`config.mk`:
```
export PLATFORM = sky130hd
export DESIGN_NAME = lsu_byte_lane
export DESIGN_NICKNAME = d
export VERILOG_FILES = /design/src/rtl/lsu_bl_pkg.sv /design/src/rtl/lsu_addr_gen.sv /design/src/rtl/lsu_store_steer.sv /design/src/rtl/lsu_load_extract.sv /design/src/rtl/lsu_byte_lane.sv
export SDC_FILE = /design/constraint.sdc
export NUM_CORES = 1
export LEC_CHECK = 0
export BUFFER_PORTS_ARGS = -buffer_cell sky130_fd_sc_hd__buf_4
export CORE_MARGIN = 2
export CORE_UTILIZATION = 44
export DETAILED_ROUTE_END_ITERATION = 7
export PLACE_DENSITY_LB_ADDON = 0.1
export SLEW_MARGIN = 25
export SYNTH_ARGS = -nofsm -noshare
export SYNTH_HDL_FRONTEND = slang
export SYNTH_SLANG_ARGS = --single-unit
```
`constraint.sdc`:
```
create_clock -name clk -period 2.3 [get_ports clk]
set_clock_uncertainty 0.2 [all_clocks]
set_input_delay 0.115 -clock clk [delete_from_list [all_inputs] [get_ports clk]]
set_output_delay 0.115 -clock clk [all_outputs]
set_load 0.05 [all_outputs]
```
`src/rtl/lsu_bl_pkg.sv`:
```
package lsu_bl_pkg;

    localparam int WORD_W = 32;
    localparam int OFF_W  = 16;
    localparam int BYTE_W = 8;
    localparam int BYTES  = WORD_W / BYTE_W;
    localparam int LANE_W = $clog2(BYTES);

    typedef enum logic [1:0] {
        OP_LW = 2'd0,
        OP_SW = 2'd1,
        OP_LB = 2'd2,
        OP_SB = 2'd3
    } mem_op_e;

    typedef struct packed {
        logic [WORD_W-1:0] addr;
        logic [BYTES-1:0]  be;
        logic [WORD_W-1:0] wdata;
        logic              rd;
        logic              misalign;
        logic [LANE_W-1:0] lane;
        logic              byte_op;
    } mem_req_t;

    function automatic logic op_is_store(input mem_op_e op);
        return op == OP_SW || op == OP_SB;
    endfunction

    function automatic logic op_is_byte(input mem_op_e op);
        return op == OP_LB || op == OP_SB;
    endfunction

    function automatic logic [WORD_W-1:0] sext_off(input logic [OFF_W-1:0] off);
        return {{(WORD_W-OFF_W){off[OFF_W-1]}}, off};
    endfunction

endpackage

```
`src/rtl/lsu_addr_gen.sv`:
```
module lsu_addr_gen
    import lsu_bl_pkg::*;
(
    input  logic [WORD_W-1:0] base,
    input  logic [OFF_W-1:0]  offset,
    input  mem_op_e           op,
    output logic [WORD_W-1:0] eff_addr,
    output logic              misalign
);
    always_comb begin
        eff_addr = base + sext_off(offset);
        misalign = !op_is_byte(op) && (eff_addr[LANE_W-1:0] != '0);
    end
endmodule

```
`src/rtl/lsu_store_steer.sv`:
```
module lsu_store_steer
    import lsu_bl_pkg::*;
(
    input  logic              valid,
    input  mem_op_e           op,
    input  logic [LANE_W-1:0] lane,
    input  logic              misalign,
    input  logic [WORD_W-1:0] store_data,
    output logic [BYTES-1:0]  be,
    output logic [WORD_W-1:0] wdata,
    output logic              rd
);
    logic [WORD_W-1:0] replicated;

    for (genvar g = 0; g < BYTES; g++) begin : g_rep
        assign replicated[g*BYTE_W +: BYTE_W] = store_data[BYTE_W-1:0];
    end

    always_comb begin
        be    = '0;
        wdata = op_is_byte(op) ? replicated : store_data;
        rd    = valid && !op_is_store(op) && !misalign;
        if (valid && op_is_store(op) && !misalign) begin
            if (op_is_byte(op))
                be[BYTES-1-int'(lane)] = 1'b1;
            else
                be = '1;
        end
    end
endmodule

```
`src/rtl/lsu_load_extract.sv`:
```
module lsu_load_extract
    import lsu_bl_pkg::*;
(
    input  logic [WORD_W-1:0] rdata,
    input  logic [LANE_W-1:0] lane,
    input  logic              byte_op,
    input  logic              rd,
    output logic [WORD_W-1:0] load_data
);
    logic [BYTE_W-1:0] lanes [BYTES];

    for (genvar g = 0; g < BYTES; g++) begin : g_lane
        assign lanes[g] = rdata[WORD_W-1-g*BYTE_W -: BYTE_W];
    end

    logic [BYTE_W-1:0] sel;
    assign sel = lanes[lane];

    always_comb begin
        if (!rd)
            load_data = '0;
        else if (byte_op)
            load_data = {{(WORD_W-BYTE_W){sel[BYTE_W-1]}}, sel};
        else
            load_data = rdata;
    end
endmodule

```
`src/rtl/lsu_byte_lane.sv`:
```
module lsu_byte_lane
    import lsu_bl_pkg::*;
(
    input  logic              clk,
    input  logic              rst,
    input  logic              req_valid,
    input  logic [1:0]        req_op,
    input  logic [WORD_W-1:0] base,
    input  logic [OFF_W-1:0]  offset,
    input  logic [WORD_W-1:0] store_data,
    output logic [WORD_W-1:0] mem_addr,
    output logic [BYTES-1:0]  mem_be,
    output logic [WORD_W-1:0] mem_wdata,
    output logic              mem_rd,
    output logic              misalign,
    input  logic [WORD_W-1:0] mem_rdata,
    output logic [WORD_W-1:0] load_data
);
    localparam logic [WORD_W-1:0] WORD_MASK = ~WORD_W'((1 << LANE_W) - 1);

    mem_op_e           op;
    logic [WORD_W-1:0] ea;
    logic              mis_raw;
    mem_req_t          req_d, req_q;

    assign op = mem_op_e'(req_op);

    lsu_addr_gen u_addr (
        .base     (base),
        .offset   (offset),
        .op       (op),
        .eff_addr (ea),
        .misalign (mis_raw)
    );

    lsu_store_steer u_steer (
        .valid      (req_valid),
        .op         (op),
        .lane       (ea[LANE_W-1:0]),
        .misalign   (mis_raw),
        .store_data (store_data),
        .be         (req_d.be),
        .wdata      (req_d.wdata),
        .rd         (req_d.rd)
    );

    always_comb begin
        req_d.addr     = ea & WORD_MASK;
        req_d.misalign = req_valid && mis_raw;
        req_d.lane     = ea[LANE_W-1:0];
        req_d.byte_op  = op_is_byte(op);
    end

    always_ff @(posedge clk) begin
        if (rst) req_q <= '0;
        else     req_q <= req_d;
    end

    assign mem_addr  = req_q.addr;
    assign mem_be    = req_q.be;
    assign mem_wdata = req_q.wdata;
    assign mem_rd    = req_q.rd;
    assign misalign  = req_q.misalign;

    lsu_load_extract u_extract (
        .rdata     (mem_rdata),
        .lane      (req_q.lane),
        .byte_op   (req_q.byte_op),
        .rd        (req_q.rd),
        .load_data (load_data)
    );

    // registered word address follows the previous cycle's sum
    assert_word_addr_R2: assert property (@(posedge clk) disable iff (rst)
        req_valid |=> (mem_addr == ($past(ea) & WORD_MASK)));

    // byte store enables exactly one lane
    assert_byte_store_onehot_R4: assert property (@(posedge clk) disable iff (rst)
        (req_valid && req_op == 2'd3) |=> ($countones(mem_be) == 1));

    // byte load result is sign-extended
    assert_byte_sext_R6: assert property (@(posedge clk) disable iff (rst)
        (mem_rd && req_q.byte_op) |->
            (load_data[WORD_W-1:BYTE_W] == {(WORD_W-BYTE_W){load_data[BYTE_W-1]}}));

    // a flagged access neither writes nor reads
    assert_misalign_quiet_R7: assert property (@(posedge clk) disable iff (rst)
        misalign |-> (mem_be == '0 && !mem_rd));

    // byte accesses are never flagged
    assert_byte_no_misalign_R8: assert property (@(posedge clk) disable iff (rst)
        (req_valid && req_op[1]) |=> !misalign);

    // idle cycle produces no memory activity
    assert_idle_quiet_R9: assert property (@(posedge clk) disable iff (rst)
        !req_valid |=> (mem_be == '0 && !mem_rd && !misalign));
endmodule

```
After elaboration in Yosys (flattened, before gate mapping) --
Index checks and enable logic that the tools add are counted.
Word-level totals: register bits 73, bits of input ports 117, word-level logic and storage cells 41
Operators by class: add/subtract/negate cells 2, order comparisons 3, equality and inequality tests 3, mux-type cells 9, bitwise logic cells 2, reduce and logical (&&, ||, !) cells 14
Operators by type and width (count):
- 32-bit two-way mux | 3
- 32-bit adder | 1
- 32-bit by 1-bit >= comparator with 1-bit output, second input constant | 1
- 32-bit by 4-bit < comparator with 1-bit output, second input constant | 1
- 8-bit binary-select mux with 2-bit select | 1
- 8-bit two-way mux | 2
- 1-bit logical AND | 7
- 2-bit == test, second input constant | 2
- 4-bit two-way mux | 1
- 3-bit >= comparator, second input constant | 1
- 1-bit logical NOT | 3
- 2-bit inverter with 3-bit output | 1
- 2-bit by 2-bit subtractor with 3-bit output, first input constant | 1
- 1-bit demux with 2-bit select | 1
- 2-bit by 1-bit == test with 1-bit output, second input constant | 1
- 1-bit logical OR | 2
- 2-bit nonzero test | 1
- 2-bit OR reduction | 1
- 1-bit two-way mux | 1
- 1-bit inverter | 1

Logic depth before layout (Yosys ltp) --
Gate-level depths: netlist of run 1.
depth in word-level cells 8, mapped depth 9, mapped depth without buffers 9

Cells and area by module --
From an unflattened synthesis of run 1, not the netlist that was laid out.
Second synthesis, totals: cell total of the unflattened synthesis 592, area, all modules 5192.5 um^2
Modules (own cells, without submodules):
- lsu_byte_lane | times used 1, cells each 218, area each 2417.3 um^2, seq. area each 1421.4 um^2
- lsu_addr_gen | times used 1, cells each 235, area each 1755.4 um^2, seq. area each 0.0 um^2
- lsu_store_steer | times used 1, cells each 78, area each 533.0 um^2, seq. area each 0.0 um^2
- lsu_load_extract | times used 1, cells each 61, area each 486.7 um^2, seq. area each 0.0 um^2

Worst setup path after synthesis of run 1 --
OpenSTA, ideal clock, no wires.
path kind register to output, start point register req_q[1] (netlist bit), end point output load_data[11], arrival time 2.236 ns, path slack -0.251 ns, stages on the path, launching flop included 6, path buffers 2, cells stage by stage dfxtp_1 buf_2 mux4_2 nand2_1 clkbuf_1 a21boi_0
On the way: longest elaborated chain between the ends 6
RTL lines:
- start: declaration | RTL line lsu_byte_lane.sv:24 | mem_req_t req_d, req_q;
- start signal: assignment | RTL line lsu_byte_lane.sv:56 | else req_q <= req_d;
- 2-bit inverter with 3-bit output (not written as such) | RTL line lsu_load_extract.sv:17 | assign sel = lanes[lane];
- 8-bit binary-select mux with 2-bit select | RTL line lsu_load_extract.sv:17
- 8-bit two-way mux (not written as such) (2 in series) | RTL line lsu_load_extract.sv:17
- 32-bit two-way mux | RTL line lsu_load_extract.sv:22 | else if (byte_op)
- 32-bit two-way mux | RTL line lsu_load_extract.sv:20 | if (!rd)
- end: declaration | RTL line lsu_byte_lane.sv:17 | output logic [WORD_W-1:0] load_data
No other way between the ends. The select of a mux whose other input is x is not followed.

Final worst setup path of run 1 --
start point register req_q[1] (netlist bit), end point output load_data[26]
The elaborated chain is that of the path after synthesis.

==> summary.txt, run 1 <==
Timing
  • Final setup fails: 0
  • Tmin final: 2.161 ns
  • Max-slew violation count: 0
  • Worst-margin pin slew: 0.5562 ns
  • Fin crit share: 0.9398
  • RSZ-0062 raised after global routing: false
  • Fmax: 0.4626 GHz
  • Hold Vio Cnt, Final: 0
  • Slew margin rel.: 0.6276

Routing
  • WL/cell: 15.63 um
  • DR pass1 iterations: 4
  • Post-DRT Antenna Nets: 0
  • Residual DRC count: 0
  • Initial drt markers: 288
  • Final wirelength: 15.60 mm
  • Vias/cell: 5.199
  • Vias: 5,189

Critical path
  • Worst setup EP type: primary output
  • CP max stage delay: 0.49 ns
  • Critical Path AT: 1.85 ns
  • Critical Path, Cell by Cell: mux4_2 -> nand2_1 -> buf_4 -> a21boi_0 -> buf_4
  • Worst Path Class, Setup: reg2out
  • Largest delay contributor family on the critical path: multiplexers
  • Cell mode on critical path: buf_4
  • Crit path launch type: register
  • Critical Path RT: 1.99 ns
  • Slowest library cell on the worst path: mux4_2
  • Worst Path Buf+Inv: 2
  • CP max FO: 25

Logic synthesis
  • Yosys warns: 0
  • Synth Cell Area: 5179 um2
  • Most numerous cell in the Yosys netlist: dfxtp_1
  • Leading area contributor after synthesis: dfxtp_1
  • Mean post-synth cell area: 8.393 um2
  • Post-synth top cells: dfxtp_1 (71), buf_4 (68), nand2b_1 (55)
  • Synth async-reset ratio: 0
  • Netlist cell types: 62
  • Synth area leaders: dfxtp_1 (27%), buf_4 (9.9%), ha_1 (7.5%)
  • Predominant post-synthesis flop cell: dfxtp_1
  • Sequential share of the synthesized area: 0.2745
  • Number of synthesized flops with an enable pin: 0
  • Register bit total from synthesis: 71
  • Post-synthesis cell count: 617
  • Yosys top cell area share: 0.2745

Clock network
  • H-tree levels: 3
  • Reg clk slew, reported paths: 0.06 ns
  • CTS max path bufs: 2
  • CTS Sinks: 71
  • CTS tree: done
  • Root buffer cell: clkbuf_16
  • Post-CTS Resized: 0
  • Hold buffer count at CTS: 35
  • Setup bufs post-CTS: 0
  • CTS Buf Count: 9

Floorplan
  • Initial Util: 0.4516
  • # IOs: 219
  • Die width: 112.5 um
  • Die area: 12,650 um2
  • Die height: 112.5 um
  • Row count: 39
  • Core area: 11,470 um2

Global routing
  • Total GRT Usage: 0.2432
  • First-pass GRT wire length: 25.10 mm
  • Global route total overflow: 0
  • Initial antenna violation count: 0
  • Largest net degree at the start of global routing: 51
  • Vias in the first global route: 5,165

Run status
  • Status: finished, final reports clean

Power
  • Clk network pwr share: 0.311
  • Psw: 1636 uW
  • LEAKAGE: 0.003544 uW
  • Sw Share: 0.3563
  • Combinational share of power: 0.388
  • VDD IR max: 429.5 uV
  • P per Cell Area: 611.3 nW/um2
  • Pint: 2955 uW
  • Part of the power in registers: 0.301

Run
  • Max Cap Violations: 0

Cells and area
  • N_diodes: 0
  • Fillers: 970
  • Final instance area: 7510 um2
  • Syn-to-layout area delta: 45.01%
  • Final Util: 0.6549
  • Nets: 999
  • Fraction of layout instances using a drive strength above 1: 0.3813

Placement
  • Buffers on Ports: 216
  • Routability Congestion: 0.8981
  • Area post-placement: 6855 um2
  • Final HPWL DP: 12.03 mm

Hold path
  • HP Class: in2reg
==> through the flow <==
stage	TNS (ns)	power, uW	std cells	setup slack [ns]	hold slack (ns)
3_3_place_gp	-0.09766	3105	947	-0.03428	0.09895
4_1_cts	0	4622	998	0.1320	0.004734
3_5_place_dp	-0.2321	3128	947	-0.08598	0.1010
2_1_floorplan	-5.508	2624	618	-0.2512	-0.005689
6_report	0	4590	998	0.1385	0.02198
5_1_grt	0	4801	998	0.00001554	0.03608
==> cell type report <==
class / count / area (um2) / share of cell area
multi-input combinational: 439 / 3085 / 0.4109
timing repair buffer: 319 / 2482 / 0.3306
sequential: 71 / 1421 / 0.1893
clock buffer: 9 / 225.2 / 0.02999
tap: 143 / 178.9 / 0.02383
clock inverter: 7 / 78.83 / 0.01050
inverter: 10 / 37.54 / 0.004998
==> registers in the layout, indices dropped and copies added, names as in the netlist <==
name / cells
mem_addr: 30
mem_be: 4
mem_rd: 1
mem_wdata: 32
misalign: 1
req_q: 3
==> power by group through the flow <==
stage	Sequential [uW]	Combinational [uW]	Clock, uW
6_report	1380	1780	1430
5_1_grt	1390	1910	1500
4_1_cts	1380	1780	1460
3_5_place_dp	1410	1720	0
3_3_place_gp	1400	1700	0
2_1_floorplan	1400	1230	0
==> cells by family after synthesis <==
group | synth area share
AOI/OAI and AO/OA | 0.2174
xor gates and xnor gates | 0.02368
adders and majority gates | 0.07876
buffers and inverters | 0.1305
DFF | 0.2745
muxes | 0.05678
other | 0.0007241
and+or+nand+nor | 0.2177
==> worst paths after layout <==
path	from	to	slack, ns	depth (start not counted)
min	req_op[1]	req_q[0]	0.02	2
max	req_q[1]	load_data[26]	0.14	5
==> layer usage <==
layer,track usage,share of wire
met1,0.2817,0.40
met2,0.4550,0.53
met3,0.03780,0.051
met4,0.08049,0.017
met5,0,0
==> cell usage in the layout, fill, tap and decap left out, drive strengths merged, types with 13 or more instances in the layout <==
cell type	Yosys	final
buf	75	284
dfxtp	71	71
nand2b	55	55
a21oi	55	55
dlygate4sd3	0	35
nand2	34	34
ha	31	31
nor2	30	30
a21boi	28	28
nor2b	24	24
o21ai	23	23
nor3	22	22
inv	10	13
(Power assumes the default switching activity.)
==> run 2: changes to the inputs <==
- ABC_AREA: unset -> 1
- CORE_UTILIZATION: 44 -> 45
==> run 2 against run 1 <==
- fmax is 1.6% lower
- area after synthesis is 5.9% higher
- sequential power hardly changed
- via count is 19% higher
- global-route usage is 2.1 points higher
- worst hold slack worse by 0.0098 ns
- final cell count is 28% higher
- flip-flop and latch count stayed put
- non-clock buffer count is 20 lower
- wire length is 14% higher
==> summary.txt, run 2 <==
Logic synthesis
  • Netlist cell types: 32 (-48%)
  • Sequential share of the synthesized area: 0.2592 (-0.01528)
  • Leading area contributor after synthesis: dfxtp_1
  • Yosys top cell area share: 0.2592 (-0.01528)
  • Synth Cell Area: 5484 um2 (+5.9%)
  • Synth Area in XOR/XNOR: 0.001597 (-0.02208)
  • Synth Area in Simple Gates: 0.3203 (+0.1026)
  • Register bit total from synthesis: 71 (unchanged)
  • Compound-gate portion of the synthesized area: 0.1403 (-0.07713)
  • Post-synthesis cell count: 904 (+47%)
  • Predominant post-synthesis flop cell: dfxtp_1
  • Most numerous cell in the Yosys netlist: nand2_1
  • Synth async-reset ratio: 0 (unchanged)
  • Mean post-synth cell area: 6.066 um2 (-28%)
  • Adder-cell share of the synthesized area: 0.07438 (-0.004385)
  • Post-synth top cells: nand2_1 (297), inv_1 (126), a21oi_1 (108)
  • Main combinational cell family by area after synthesis: simple AND/OR/NAND/NOR gates
  • Number of synthesized flops with an enable pin: 0 (unchanged)
  • Yosys warns: 0 (unchanged)
  • Synth area leaders: dfxtp_1 (26%), nand2_1 (20%), a21oi_1 (9.9%)
  • Mux share of post-synthesis cell area: 0 (-0.05678)

Floorplan
  • Die height: 114.4 um (+1.7%)
  • # IOs: 219 (unchanged)
  • Core area: 11,960 um2 (+4.3%)
  • Row count: 40 (+2.6%)
  • Die width: 114.4 um (+1.7%)
  • Initial Util: 0.4585 (+0.006863)
  • Die area: 13,090 um2 (+3.4%)

Cells and area
  • Syn-to-layout area delta: 42.62%
  • N_diodes: 0 (unchanged)
  • Nets: 1,273 (+27%)
  • Fraction of layout instances using a drive strength above 1: 0.2303 (-0.1510)
  • Final instance area: 7821 um2 (+4.1%)
  • Commonest non-fill, non-tap cell in the layout: nand2_1
  • Final Util: 0.6539 (-0.001013)
  • Largest register FFs: 32 (unchanged)
  • Commonest cells after routing, fill and taps aside: nand2_1 (297), buf_4 (221), inv_1 (126)

Timing
  • Final setup fails: 0 (unchanged)
  • Tmin final: 2.196 ns (+0.03468 ns)
  • Hold Vio Cnt, Final: 0 (unchanged)
  • Fmax: 0.4553 GHz (-1.6%)
  • WHS: 0.01217 ns (-0.009802 ns)
  • Max-slew violation count: 0 (unchanged)
  • Fin crit share: 0.9549 (+0.01508)
  • Worst-margin pin slew: 0.7135 ns (+0.1573 ns)
  • Slew margin rel.: 0.5238 (-0.1038)

Clock network
  • CTS max path bufs: 2 (unchanged)
  • CTS tree: done
  • H-tree levels: 3 (unchanged)
  • CTS Buf Count: 9 (unchanged)
  • Setup bufs post-CTS: 0 (unchanged)
  • Root buffer cell: clkbuf_16
  • Reg clk slew, reported paths: 0.06 ns (about the same)
  • CTS Sinks: 71 (unchanged)

Global routing
  • First-pass GRT wire length: 27.26 mm (+8.6%)
  • Initial antenna violation count: 0 (unchanged)
  • Vias in the first global route: 5,689 (+10%)
  • Largest net degree at the start of global routing: 39 (-24%)
  • Global route total overflow: 0 (unchanged)
  • Total GRT Usage: 0.2647 (+0.02146)

Hold path
  • HP Class: in2reg
  • Hold path start: offset[14]

Power
  • Psw: 1716 uW (+4.9%)
  • P per Cell Area: 595.2 nW/um2 (-2.6%)
  • LEAKAGE: 0.004423 uW (+25%)
  • Combinational share of power: 0.370 (-0.018)
  • VDD IR max: 282.6 uV (-34%)
  • Part of the power in registers: 0.296 (-0.005)
  • Clk network pwr share: 0.335 (+0.024)
  • Sw Share: 0.3686 (+0.01233)
  • Pint: 2939 uW (-0.53%)

Placement
  • Area post-placement: 6708 um2 (-2.2%)
  • Final HPWL DP: 12.61 mm (+4.8%)
  • Routability Congestion: 0.9126 (+1.6%)
  • Buffers on Ports: 216 (unchanged)

Critical path
  • Setup crit start: req_q[2]
  • Worst setup EP type: primary output
  • Slowest library cell on the worst path: dfxtp_1
  • Critical Path, Cell by Cell: o21ai_0 -> o32ai_2 -> nand2_4 -> a21oi_1 -> buf_4
  • CP max FO: 25 (unchanged)
  • Largest delay contributor family on the critical path: compound AO/OA/AOI/OAI gates
  • Critical Path AT: 1.88 ns (+0.03 ns)
  • Critical Path RT: 1.99 ns (about the same)
  • Worst Path Class, Setup: reg2out
  • CP max stage delay: 0.52 ns (+0.03 ns)
  • Crit path launch type: register
  • Worst Path Buf+Inv: 1 (-1)

Routing
  • Initial drt markers: 426 (+48%)
  • Vias: 6,150 (+19%)
  • Vias/cell: 4.820 (-7.3%)
  • Residual DRC count: 0 (unchanged)
  • Post-DRT Antenna Nets: 0 (unchanged)
  • Final wirelength: 17.83 mm (+14%)
  • WL/cell: 13.97 um (-11%)
  • DR pass1 iterations: 5 (+1)

Run status
  • Status: finished, final reports clean

Run
  • Max Cap Violations: 0 (unchanged)
## run 2: power groups by stage
stage | registers (uW) | logic [uW] | clock network, uW
detailed placement | 1400 | 1580 | 0
global route | 1380 | 1860 | 1640
floorplan | 1390 | 1200 | 0
CTS | 1370 | 1700 | 1580
finish | 1380 | 1720 | 1560
global placement | 1400 | 1570 | 0
## run 2: kinds of logic (layout without fill, tap and decap cells)
group | count (synthesis) | count (layout)
xor+xnor | 1 | 1
other cells | 1 | 2
flops | 71 | 71
fa+ha+maj | 32 | 32
simple gates | 435 | 435
buf+inv | 222 | 446
compound gates | 142 | 142
## run 2: what timing repair did
action                                 CTS  global route
hold buffers                            78             0
setup endpoints to repair                0            25
endpoints found under the hold margin   46             0
resized for setup                        0             1
## run 2: layer usage
layer	GRT usage	up-vias	part of all wire
met2	0.4765	220	0.49
li1	-	3189	-
met5	0	-	0
met1	0.3051	2702	0.42
met4	0.1073	0	0.028
met3	0.05294	39	0.059
## run 2: worst paths after layout
kind | endpoint | cells after the start
setup / recovery | load_data[30] | 5
hold / removal | mem_addr[14] | 3
## run 2: worst min-delay path, stage by stage
cell,delay [ns]
buf_4,0.08
ha_1,0.22
a21oi_1,0.08
## run 2: layout make-up
cell class | count | area, um2
clock buffer | 9 | 225.2
clock inverter | 7 | 102.6
inverter | 131 | 493.0
tap | 147 | 183.9
fill | 1100 | 4140
timing repair buffer | 299 | 2440
sequential | 71 | 1421
multi-input combinational | 612 | 2955
## run 2: metrics by stage
step	worst slack, ns	setup TNS (ns)	instances	power, uW
after floorplan	0.07250	0	905	2594
after global placement	0.2747	0	1182	2972
after detailed placement	0.2166	0	1182	2975
after CTS	0.03157	0	1276	4648
after global routing	-0.005359	-0.005359	1276	4887
final	0.1038	0	1276	4655
==> run 3: changes to the inputs <==
- CORE_MARGIN: 2 -> 1.5
- GPL_TIMING_DRIVEN: unset -> 0
- SYNTH_HIERARCHICAL: unset -> 1
==> run 3 against run 2 <==
- synthesized cell count up 12%
- worst setup slack improved by 0.099 ns
- sequential share of layout area shrank 1.9 points
- first-iteration DRC count down 31%
- clock-buffer cell count increased by 3
- core utilization is 0.79 points higher
- global-route usage shrank 2.6 points
- largest cell class unchanged
==> summary.txt, run 3 <==
Power
  • Pwr Total: 4865 uW (+4.5%)
  • VDD IR max: 324.6 uV (+15%)
  • Combinational share of power: 0.412 (+0.042)
  • LEAKAGE: 0.005294 uW (+20%)
  • Sw Share: 0.3569 (-0.01171)
  • P per Cell Area: 557.4 nW/um2 (-6.3%)
  • Clk network pwr share: 0.307 (-0.028)
  • Part of the power in registers: 0.281 (-0.015)
  • Pint: 3129 uW (+6.5%)
  • Psw: 1736 uW (+1.2%)

Routing
  • Initial drt markers: 296 (-31%)
  • WL/cell: 11.44 um (-18%)
  • Residual DRC count: 0 (unchanged)
  • DR pass1 iterations: 5 (unchanged)
  • Vias/cell: 4.433 (-8.0%)
  • Final wirelength: 16.85 mm (-5.5%)
  • Post-DRT Antenna Nets: 0 (unchanged)
  • Vias: 6,530 (+6.2%)

Cells and area
  • Final instance area: 8728 um2 (+12%)
  • Commonest cells after routing, fill and taps aside: nand2_1 (349), buf_4 (293), inv_1 (188)
  • Syn-to-layout area delta: 44.13%
  • N_diodes: 0 (unchanged)
  • Cell Count, Final, Fillers Out: 1,473 (+15%)
  • Final Util: 0.6617 (+0.007864)
  • Largest register FFs: 32 (unchanged)
  • Fraction of layout instances using a drive strength above 1: 0.2922 (+0.06192)
  • Fillers: 1,264 (+15%)
  • Nets: 1,441 (+13%)
  • Commonest non-fill, non-tap cell in the layout: nand2_1

Timing
  • Final setup fails: 0 (unchanged)
  • Fmax: 0.4767 GHz (+4.7%)
  • Worst-margin pin slew: 0.7065 ns (-0.007023 ns)
  • Tmin final: 2.098 ns (-0.09853 ns)
  • Max-slew violation count: 0 (unchanged)
  • RSZ-0062 raised after global routing: false
  • Slew margin rel.: 0.5290 (+0.005206)
  • Hold Vio Cnt, Final: 0 (unchanged)
  • Fin crit share: 0.9120 (-0.04284)
  • Fin Setup TNS: 0 ns (unchanged)

Clock network
  • CTS Buf Count: 9 (unchanged)
  • Reg clk slew, reported paths: 0.06 ns (about the same)
  • CTS tree: done
  • Hold buffer count at CTS: 51 (-35%)
  • CTS Sinks: 71 (unchanged)
  • Setup bufs post-CTS: 0 (unchanged)
  • Post-CTS Resized: 0 (unchanged)
  • Root buffer cell: clkbuf_16
  • H-tree levels: 3 (unchanged)
  • CTS max path bufs: 2 (unchanged)

Placement
  • Buffers on Ports: 215 (-0.46%)
  • Final HPWL DP: 13.19 mm (+4.6%)
  • Routability Congestion: 0.9088 (-0.42%)
  • Placed cells: 1,406 (+19%)
  • Area post-placement: 7894 um2 (+18%)

Hold path
  • Hold path start: base[4]
  • HP Class: in2reg

Logic synthesis
  • Mean post-synth cell area: 5.972 um2 (-1.6%)
  • Post-synthesis cell count: 1,014 (+12%)
  • Synth Cell Area: 6056 um2 (+10%)
  • Synth area leaders: dfxtp_1 (23%), nand2_1 (22%), inv_1 (12%)
  • Sequential share of the synthesized area: 0.2347 (-0.02447)
  • Yosys top cell area share: 0.2347 (-0.02447)
  • Register bit total from synthesis: 71 (unchanged)
  • Most numerous cell in the Yosys netlist: nand2_1
  • Number of synthesized flops with an enable pin: 0 (unchanged)
  • Yosys warns: 6 (+6)
  • Netlist cell types: 32 (unchanged)
  • Predominant post-synthesis flop cell: dfxtp_1
  • Post-synth top cells: nand2_1 (349), inv_1 (188), nor2_1 (116)
  • Synth async-reset ratio: 0 (unchanged)
  • Leading area contributor after synthesis: dfxtp_1

Critical path
  • Worst Path Class, Setup: reg2out
  • Setup crit start: mem_rd
  • Crit path launch type: register
  • Worst setup EP type: primary output
  • Critical Path AT: 1.78 ns (-0.10 ns)
  • Critical Path RT: 1.99 ns (about the same)
  • CP max FO: 10 (-60%)

Global routing
  • Total GRT Usage: 0.2385 (-0.02611)
  • Global route total overflow: 0 (unchanged)
  • GRT busiest layer: met2
  • Vias in the first global route: 5,907 (+3.8%)
  • Largest net degree at the start of global routing: 18 (-54%)
  • Met1 GRT Util: 0.2873 (-0.01778)
  • Met3 Use GR: 0.03209 (-0.02085)
  • First-pass GRT wire length: 27.63 mm (+1.4%)
  • Initial antenna violation count: 0 (unchanged)
  • Met2 Usage GRT: 0.4317 (-0.04481)

Floorplan
  • Die area: 14,160 um2 (+8.2%)
  • Initial Util: 0.4591 (+0.0006431)
  • Row count: 42 (+5.0%)
  • # IOs: 219 (unchanged)
  • Die width: 119.0 um (+4.0%)
  • Die height: 119.0 um (+4.0%)
  • Core area: 13,190 um2 (+10%)

Run
  • Max Cap Violations: 0 (unchanged)

Run status
  • Status: finished, final reports clean
-- run 3: routing by layer --
| metal | part of all wire | routed length, um |
|---|---|---|
| met5 | 0 | 0 |
| met4 | 0.023 | 385 |
| met3 | 0.049 | 820 |
| met2 | 0.50 | 8393 |
| met1 | 0.43 | 7252 |
-- run 3: through the flow --
stage / hold WS [ns] / setup slack [ns]
6_report: 0.05164 / 0.2024
5_1_grt: 0.09757 / 0.09354
4_1_cts: 0.04135 / 0.2131
3_5_place_dp: 0.1588 / 0.1341
3_3_place_gp: 0.1542 / 0.1414
2_1_floorplan: 0.02197 / 0.2645
-- run 3: final cells by class --
cell class,instances,area (um2),area share
inverters,195,732.0,0.08386
repair buffers,266,2125,0.2434
clock inverters,4,77.57,0.008888
multi-input cells,650,3138,0.3595
plain buffers,99,768.2,0.08802
clock buffers,12,246.5,0.02824
well taps,176,220.2,0.02523
flip-flops and latches,71,1421,0.1628
-- run 3: power groups by stage --
stage | clock network (uW) | registers [uW] | logic, uW
after floorplan | 0 | 1390 | 1370
after global placement | 0 | 1390 | 1910
after detailed placement | 0 | 1400 | 1920
after CTS | 1530 | 1370 | 2000
after global routing | 1580 | 1380 | 2190
final | 1490 | 1370 | 2000
-- run 3: final timing paths --
kind	to	slack, ns	cells after the start
min	mem_addr[4]	0.05	5
max	load_data[24]	0.20	4
-- run 3: worst max-delay path: stages, from the launching register on --
cell and delay (ns):
dfxtp_1 0.48, inv_1 0.18, buf_1 0.35, a21oi_2 0.23, buf_4 0.22
-- run 3: logic make-up (layout without fill, tap and decap cells) --
family / count (synthesis) / count (layout) / share of synthesized area
xor+xnor: 16 / 16 / 0.02314
buf+inv: 294 / 576 / 0.2477
other cells: 1 / 2 / 0.0006192
simple gates: 537 / 537 / 0.3601
compound gates: 63 / 63 / 0.06632
flops: 71 / 71 / 0.2347
fa+ha+maj: 32 / 32 / 0.06736
